$ cat config.mk
export PLATFORM = sky130hd
export DESIGN_NAME = dbg_trig_seq
export DESIGN_NICKNAME = d
export VERILOG_FILES = /design/src/rtl/dbg_trig_pkg.sv /design/src/rtl/dbg_match_pick.sv /design/src/rtl/dbg_seq_fsm.sv /design/src/rtl/dbg_trig_seq.sv
export SDC_FILE = /design/constraint.sdc
export NUM_CORES = 1
export LEC_CHECK = 0
export BUFFER_PORTS_ARGS = -buffer_cell sky130_fd_sc_hd__buf_2
export CAP_MARGIN = 20
export CELL_PAD_IN_SITES_DETAIL_PLACEMENT = 1
export CELL_PAD_IN_SITES_GLOBAL_PLACEMENT = 1
export CORE_ASPECT_RATIO = 0.7
export CORE_MARGIN = 2
export CORE_UTILIZATION = 32
export DETAILED_ROUTE_END_ITERATION = 10
export GPL_TIMING_DRIVEN = 0
export PLACE_DENSITY = 0.83
export SETUP_SLACK_MARGIN = 0.4
export SLEW_MARGIN = 5
export SYNTH_ARGS = -nofsm -noshare
export SYNTH_HDL_FRONTEND = slang
export SYNTH_HIERARCHICAL = 1
export SYNTH_SLANG_ARGS = --single-unit
$ cat constraint.sdc
create_clock -name clk -period 5.5 [get_ports clk]
set_input_delay 0.55 -clock clk [delete_from_list [all_inputs] [get_ports clk]]
set_output_delay 0.55 -clock clk [all_outputs]
set_load 0.03 [all_outputs]
$ cat src/rtl/dbg_trig_pkg.sv
package dbg_trig_pkg;

    localparam int NCH_DEF    = 4;
    localparam int CODE_W_DEF = 4;
    localparam int NSEQ       = 3;
    localparam int CODE_FIN   = 4;

    typedef enum logic [2:0] {
        ST_IDLE  = 3'd0,
        ST_SEQ1  = 3'd1,
        ST_SEQ2  = 3'd2,
        ST_SEQ3  = 3'd3,
        ST_FINAL = 3'd4
    } seq_st_e;

    typedef enum logic [1:0] {
        AL_NONE  = 2'b00,
        AL_BEGIN = 2'b01,
        AL_MID   = 2'b10,
        AL_END   = 2'b11
    } align_e;

endpackage

$ cat src/rtl/dbg_match_pick.sv
module dbg_match_pick
    import dbg_trig_pkg::*;
#(
    parameter int NCH    = NCH_DEF,
    parameter int CODE_W = CODE_W_DEF
) (
    input  logic [NCH-1:0]        match_i,
    input  logic                  range_en,
    input  logic [NCH*CODE_W-1:0] codes_i,
    output logic                  hit_o,
    output logic [CODE_W-1:0]     code_o
);

    localparam logic [CODE_W-1:0] FIN = CODE_W'(CODE_FIN);

    logic [NCH-1:0]    eff;
    logic              fin_hit;
    logic              step_hit;
    logic [CODE_W-1:0] step_code;
    logic [CODE_W-1:0] cd;

    always_comb begin
        eff = match_i;
        // range mode: channel 0 absorbs a coincident channel 2 match
        if (range_en && eff[0]) begin
            eff[2] = 1'b0;
        end
        fin_hit   = 1'b0;
        step_hit  = 1'b0;
        step_code = '0;
        cd        = '0;
        // scan high to low so the lowest channel is kept last
        for (int c = NCH - 1; c >= 0; c--) begin
            cd = codes_i[c*CODE_W +: CODE_W];
            if (eff[c] && cd == FIN) begin
                fin_hit = 1'b1;
            end else if (eff[c] && cd != '0 && cd < FIN) begin
                step_hit  = 1'b1;
                step_code = cd;
            end
        end
        hit_o  = fin_hit | step_hit;
        code_o = fin_hit ? FIN : step_code;
    end

endmodule

$ cat src/rtl/dbg_seq_fsm.sv
module dbg_seq_fsm
    import dbg_trig_pkg::*;
#(
    parameter int CODE_W = CODE_W_DEF
) (
    input  logic              clk,
    input  logic              rst_n,
    input  logic              wr_en,
    input  logic              wr_arm,
    input  logic              wr_force,
    input  logic              cop_req,
    input  logic              cop_en,
    input  logic              bp_en,
    input  logic              bdm_sel,
    input  align_e            align,
    input  logic              tag_hit,
    input  logic              hit,
    input  logic [CODE_W-1:0] hit_code,
    input  logic              trace_done,
    output seq_st_e           state_q,
    output logic              bp_req_q,
    output logic              bp_bdm_q,
    output logic              trace_q
);

    seq_st_e nxt;
    logic    armed, trace_fin;
    logic    fin_req, stop_req, hw_stop, bp_set, tr_nxt;

    always_comb begin
        nxt       = state_q;
        armed     = (state_q != ST_IDLE);
        trace_fin = (align == AL_BEGIN) || (align == AL_MID);
        fin_req   = 1'b0;
        stop_req  = 1'b0;
        hw_stop   = 1'b0;
        bp_set    = 1'b0;
        if (cop_req && cop_en) begin
            // COP_STOP
            nxt     = ST_IDLE;
            bp_set  = 1'b1;
            hw_stop = 1'b1;
        end else if (armed && wr_en && wr_force) begin
            fin_req = 1'b1;                     // FORCE_FIN / FORCE_STOP
        end else if (armed && tag_hit) begin
            stop_req = 1'b1;                    // TAG_STOP
        end else begin
            unique case (state_q)
                ST_IDLE: ;
                ST_FINAL: if (trace_done) stop_req = 1'b1;   // TRACE_END
                ST_SEQ1, ST_SEQ2, ST_SEQ3: begin
                    if (hit) begin
                        case (hit_code)
                            CODE_W'(1): nxt = ST_SEQ1;       // MATCH_STEP
                            CODE_W'(2): nxt = ST_SEQ2;
                            CODE_W'(3): nxt = ST_SEQ3;
                            default:    fin_req = 1'b1;      // MATCH_FIN
                        endcase
                    end
                end
            endcase
        end
        if (fin_req) begin
            if (trace_fin) nxt = ST_FINAL;
            else           stop_req = 1'b1;
        end
        if (stop_req) begin
            nxt     = ST_IDLE;
            bp_set  = bp_en;
            hw_stop = 1'b1;
        end
        // software write acts only when no hardware disarm happened
        if (wr_en && !hw_stop) begin
            if (wr_arm && !armed)      nxt = ST_SEQ1;   // SW_ARM
            else if (!wr_arm && armed) nxt = ST_IDLE;   // SW_CLEAR
        end
        if (nxt == ST_IDLE)                          tr_nxt = 1'b0;
        else if (nxt == ST_FINAL && trace_fin)       tr_nxt = 1'b1;
        else if (!armed)                             tr_nxt = (align == AL_END);
        else                                         tr_nxt = trace_q;
    end

    always_ff @(posedge clk or negedge rst_n) begin
        if (!rst_n) state_q <= ST_IDLE;
        else        state_q <= nxt;
    end

    always_ff @(posedge clk or negedge rst_n) begin
        if (!rst_n) begin
            bp_req_q <= 1'b0;
            bp_bdm_q <= 1'b0;
            trace_q  <= 1'b0;
        end else begin
            bp_req_q <= bp_set;
            bp_bdm_q <= bp_set & bdm_sel;
            trace_q  <= tr_nxt;
        end
    end

endmodule

$ cat src/rtl/dbg_trig_seq.sv
module dbg_trig_seq
    import dbg_trig_pkg::*;
#(
    parameter int NCH    = NCH_DEF,
    parameter int CODE_W = CODE_W_DEF
) (
    input  logic                       clk,
    input  logic                       rst_n,
    input  logic                       wr_en,
    input  logic                       wr_arm,
    input  logic                       wr_force,
    input  logic                       cfg_cop_en,
    input  logic                       cfg_bp_en,
    input  logic                       cfg_bdm,
    input  logic [1:0]                 cfg_align,
    input  logic                       cfg_range,
    input  logic [NSEQ*NCH*CODE_W-1:0] cfg_seq,
    input  logic                       cop_bp_req,
    input  logic                       tag_hit,
    input  logic [NCH-1:0]             match_in,
    input  logic                       trace_done,
    output logic                       bp_req,
    output logic                       bp_bdm,
    output logic                       trace_active,
    output logic [2:0]                 seq_state
);

    localparam int ROW_W = NCH * CODE_W;

    seq_st_e           st;
    logic [ROW_W-1:0]  rows [NSEQ];
    logic [ROW_W-1:0]  row;
    logic              hit;
    logic [CODE_W-1:0] hit_code;

    for (genvar s = 0; s < NSEQ; s++) begin : g_row
        assign rows[s] = cfg_seq[s*ROW_W +: ROW_W];
    end

    always_comb begin
        unique case (st)
            ST_SEQ1: row = rows[0];
            ST_SEQ2: row = rows[1];
            ST_SEQ3: row = rows[2];
            default: row = '0;
        endcase
    end

    dbg_match_pick #(.NCH(NCH), .CODE_W(CODE_W)) pick_i (
        .match_i  (match_in),
        .range_en (cfg_range),
        .codes_i  (row),
        .hit_o    (hit),
        .code_o   (hit_code)
    );

    dbg_seq_fsm #(.CODE_W(CODE_W)) fsm_i (
        .clk        (clk),
        .rst_n      (rst_n),
        .wr_en      (wr_en),
        .wr_arm     (wr_arm),
        .wr_force   (wr_force),
        .cop_req    (cop_bp_req),
        .cop_en     (cfg_cop_en),
        .bp_en      (cfg_bp_en),
        .bdm_sel    (cfg_bdm),
        .align      (align_e'(cfg_align)),
        .tag_hit    (tag_hit),
        .hit        (hit),
        .hit_code   (hit_code),
        .trace_done (trace_done),
        .state_q    (st),
        .bp_req_q   (bp_req),
        .bp_bdm_q   (bp_bdm),
        .trace_q    (trace_active)
    );

    assign seq_state = st;

endmodule

==> metrics.md <==
| Metric | Value |
|---|---|
| CP required | 5.60 ns |
| Ant. Diodes | 0 |
| Post-CTS sizing | 0 |
| Pre-CTS WS | 2.02 ns |
| Final setup TNS | 0 ns |
| Final Total Pwr | 0.000574 W |
| Hold buffers post-CTS | 0 |
| HP Class | input port to asynchronous set/reset pin |
| Max H-tree Level | 1 |
| 1st-iter DRT viols | 68 |
| Post-CTS Setup Bufs | 0 |
| Final period util | 65.5% |
| Uppermost layer routed | met4 |
| Num rows | 18 |
| VDD IR max | 0.0000941 V |
| Clock skew | 0.000456 ns |
| Routability congestion estimate | 0.864 |
| Via count | 1424 |
| Vias per inst | 5.29 |
| Routed length on met2 | 1.74 mm |
| Critical path peak fanout | 10 |
| Crit. End Element | flip-flop |
| CTS tree | built |
| Largest net degree at the start of global routing | 11 |
| Top cell type's share of synthesized area | 14.6% |
| TritonRoute pass-1 iters | 4 |
| Syn Inst Count | 146 |
| Crit path kind | flip-flop to flip-flop |
| Multi-input gate area | 895 um^2 |
| Largest cells by area after synthesis | mux2i_1, dfrtp_1, a211oi_1 |
| Leak pwr | 0.704 nW |
| Total congestion overflow | 0 |
| Most frequent cells in the layout | buf_2, a21oi_1, mux2i_1, a211oi_1, nand2_1 |
| Final hold vios | 0 |
| Root Driver | clkbuf_8 |
| Seq/Total Area, Yosys | 12.9% |
| Syn Nets | 213 |
| Fillers | 476 |
| Pwr dens | 355 mW/mm^2 |
| Fmax | 278 MHz |
| Die Area | 0.00414 mm^2 |
| Tot GR Track Use | 20.0% |
| Clk slew on worst S/H paths | 0.04 ns |
| Final Cell Area | 0.00162 mm^2 |
| Syn_area_per_cell | 7.97 um^2 |
| Port Buffers | 70 |
| DIE WIDTH | 76.1 um |
| Reg area | 150 um^2 |
| Post-route setup slack | 1.90 ns |
| Setup Viol. Count Final | 0 |
| Ys flop type | dfrtp_1 |
| Routed wire per std cell | 14.6 um |
| Max Cap Viol | 0 |
| DRC | 0 |
| Post-synth ARST share | 100% |
| Area growth, synth to finish | 39.0% |
| DPL Wire Length | 3.26 mm |
| Number of global-route vias before repair | 1425 |
| Synth warnings | 6 |
| Yosys reg bits | 6 |
| Total CTS buffers | 3 |
| Startpoint type of the worst setup path | flip-flop |
| Layout net count | 288 |
| Worst skew pair latency | 0.22 ns |
| Initial Util | 33.1% |
| Commonest non-fill, non-tap cell in the layout | buf_2 |
| Relative slew slack | 62.1% |
| Outcome | finished clean |
| Synth Cell Area | 0.00116 mm^2 |
| First-pass GRT wire length | 6.64 mm |
| CTS sink count | 6 |
| Yosys cell types | 48 |
| Least-Margin Pin Slew | 0.565 ns |
| Layout cells sized above 1 | 42.9% |
| Unrepaired setup endpoints after global routing | false |
| CTS Buffer Depth | 2 |
| Total core area | 0.00351 mm^2 |
| Boundary Pins | 72 |
| Final Critical Period | 3.60 ns |
| Antenna violations before repair | 0 |
| Slew Viols, Final | 0 |
| Cell taking the most area after synthesis | mux2i_1 |
| DP Area | 0.00158 mm^2 |
| Met1 wire length | 1.98 mm |
| EDFF count, synth | 0 |
| CP Data Arrival Time | 3.70 ns |
| Routed WL | 3.93 mm |
| Antenna Nets Post-Route | 0 |
| Chip Height | 54.5 um |
| Met3 wire length | 183 um |
## final timing paths
path	from	to	slack [ns]	cells past startpoint
worst max-delay path	fsm_i/state_q[1]	fsm_i/trace_q	1.90	14
min in group clk	cfg_bdm	fsm_i/bp_bdm_q	0.54	2
worst max register to register	fsm_i/state_q[1]	fsm_i/trace_q	1.90	14
worst min-delay path	rst_n	fsm_i/trace_q	0.14	1
worst min register to register	fsm_i/trace_q	fsm_i/trace_q	0.60	2
max in group asynchronous	rst_n	fsm_i/bp_bdm_q	5.23	1
## metal layers
metal | vias to the layer above | GRT usage [%]
li1 | 716 | -
met1 | 663 | 27.6
met4 | 0 | 4.55
met2 | 43 | 33.8
met3 | 2 | 2.97
met5 | - | 0
## report_power, final
group,internal (W),total (W),switching [W],leakage [nW]
clock network,0.0000471,0.0000668,0.0000197,0.0216
logic,0.000177,0.000435,0.000258,0.602
registers,0.0000567,0.0000725,0.0000158,0.0805
## logic make-up (layout without fill, tap and decap cells)
family | after synthesis | after routing | share of synthesized area (%)
AO/OA/AOI/OAI | 55 | 55 | 32.7
XOR/XNOR | 1 | 1 | 0.753
adder cells (fa/ha/maj) | 1 | 1 | 1.08
buffers and inverters | 16 | 89 | 10.2
flip-flops | 6 | 6 | 12.9
multiplexers | 17 | 17 | 14.6
other | 1 | 1 | 0.322
AND/OR/NAND/NOR | 49 | 49 | 27.4
## Yosys cell counts, types with 2 or more instances
cell	number
o21ai_0	3
or2_2	2
nand2_1	11
and2_1	3
nand4_1	2
nor4_1	2
clkbuf_1	2
mux2i_1	17
nand4b_1	5
a211oi_1	16
buf_6	3
buf_2	4
inv_1	4
dfrtp_1	6
a31oi_1	3
o211ai_1	2
nor2_1	8
and4b_1	2
a21oi_1	19
nor3b_1	3
o211ai_2	2
## per-stage QoR
stage                     util [%]  hold slack (ns)  std cells
after global placement        44.9            0.376        266
after floorplan                  -            0.254        146
after global routing          46.0            0.140        269
after detailed placement      44.9            0.377        266
after CTS                     46.0            0.141        269
final                         46.0            0.139        269
## cell type report
cell class,instances,area share (%)
flip-flops and latches,6,9.28
repair buffers,70,21.7
clock buffers,3,2.55
well taps,50,3.87
plain buffers,12,6.42
inverters,4,0.928
multi-input cells,124,55.3
## flip-flops by register name, indices dropped and copies added (netlist names)
name and flops:
fsm_i/state_q 3, fsm_i/trace_q 1, fsm_i/bp_req_q 1, fsm_i/bp_bdm_q 1
## worst max-delay path, stage by stage, from the launching register on
cell	delay [ns]
dfrtp_1	0.47
buf_6	0.18
buf_2	0.22
a21oi_1	0.09
a211oi_1	0.51
nand4b_1	0.19
nand4_1	0.19
nor4_1	0.36
o31ai_1	0.11
nor3b_2	0.19
and2_1	0.21
and3_1	0.18
o2111ai_1	0.30
o21ai_0	0.14
a2bb2oi_1	0.15
(Power assumes the default switching activity.)
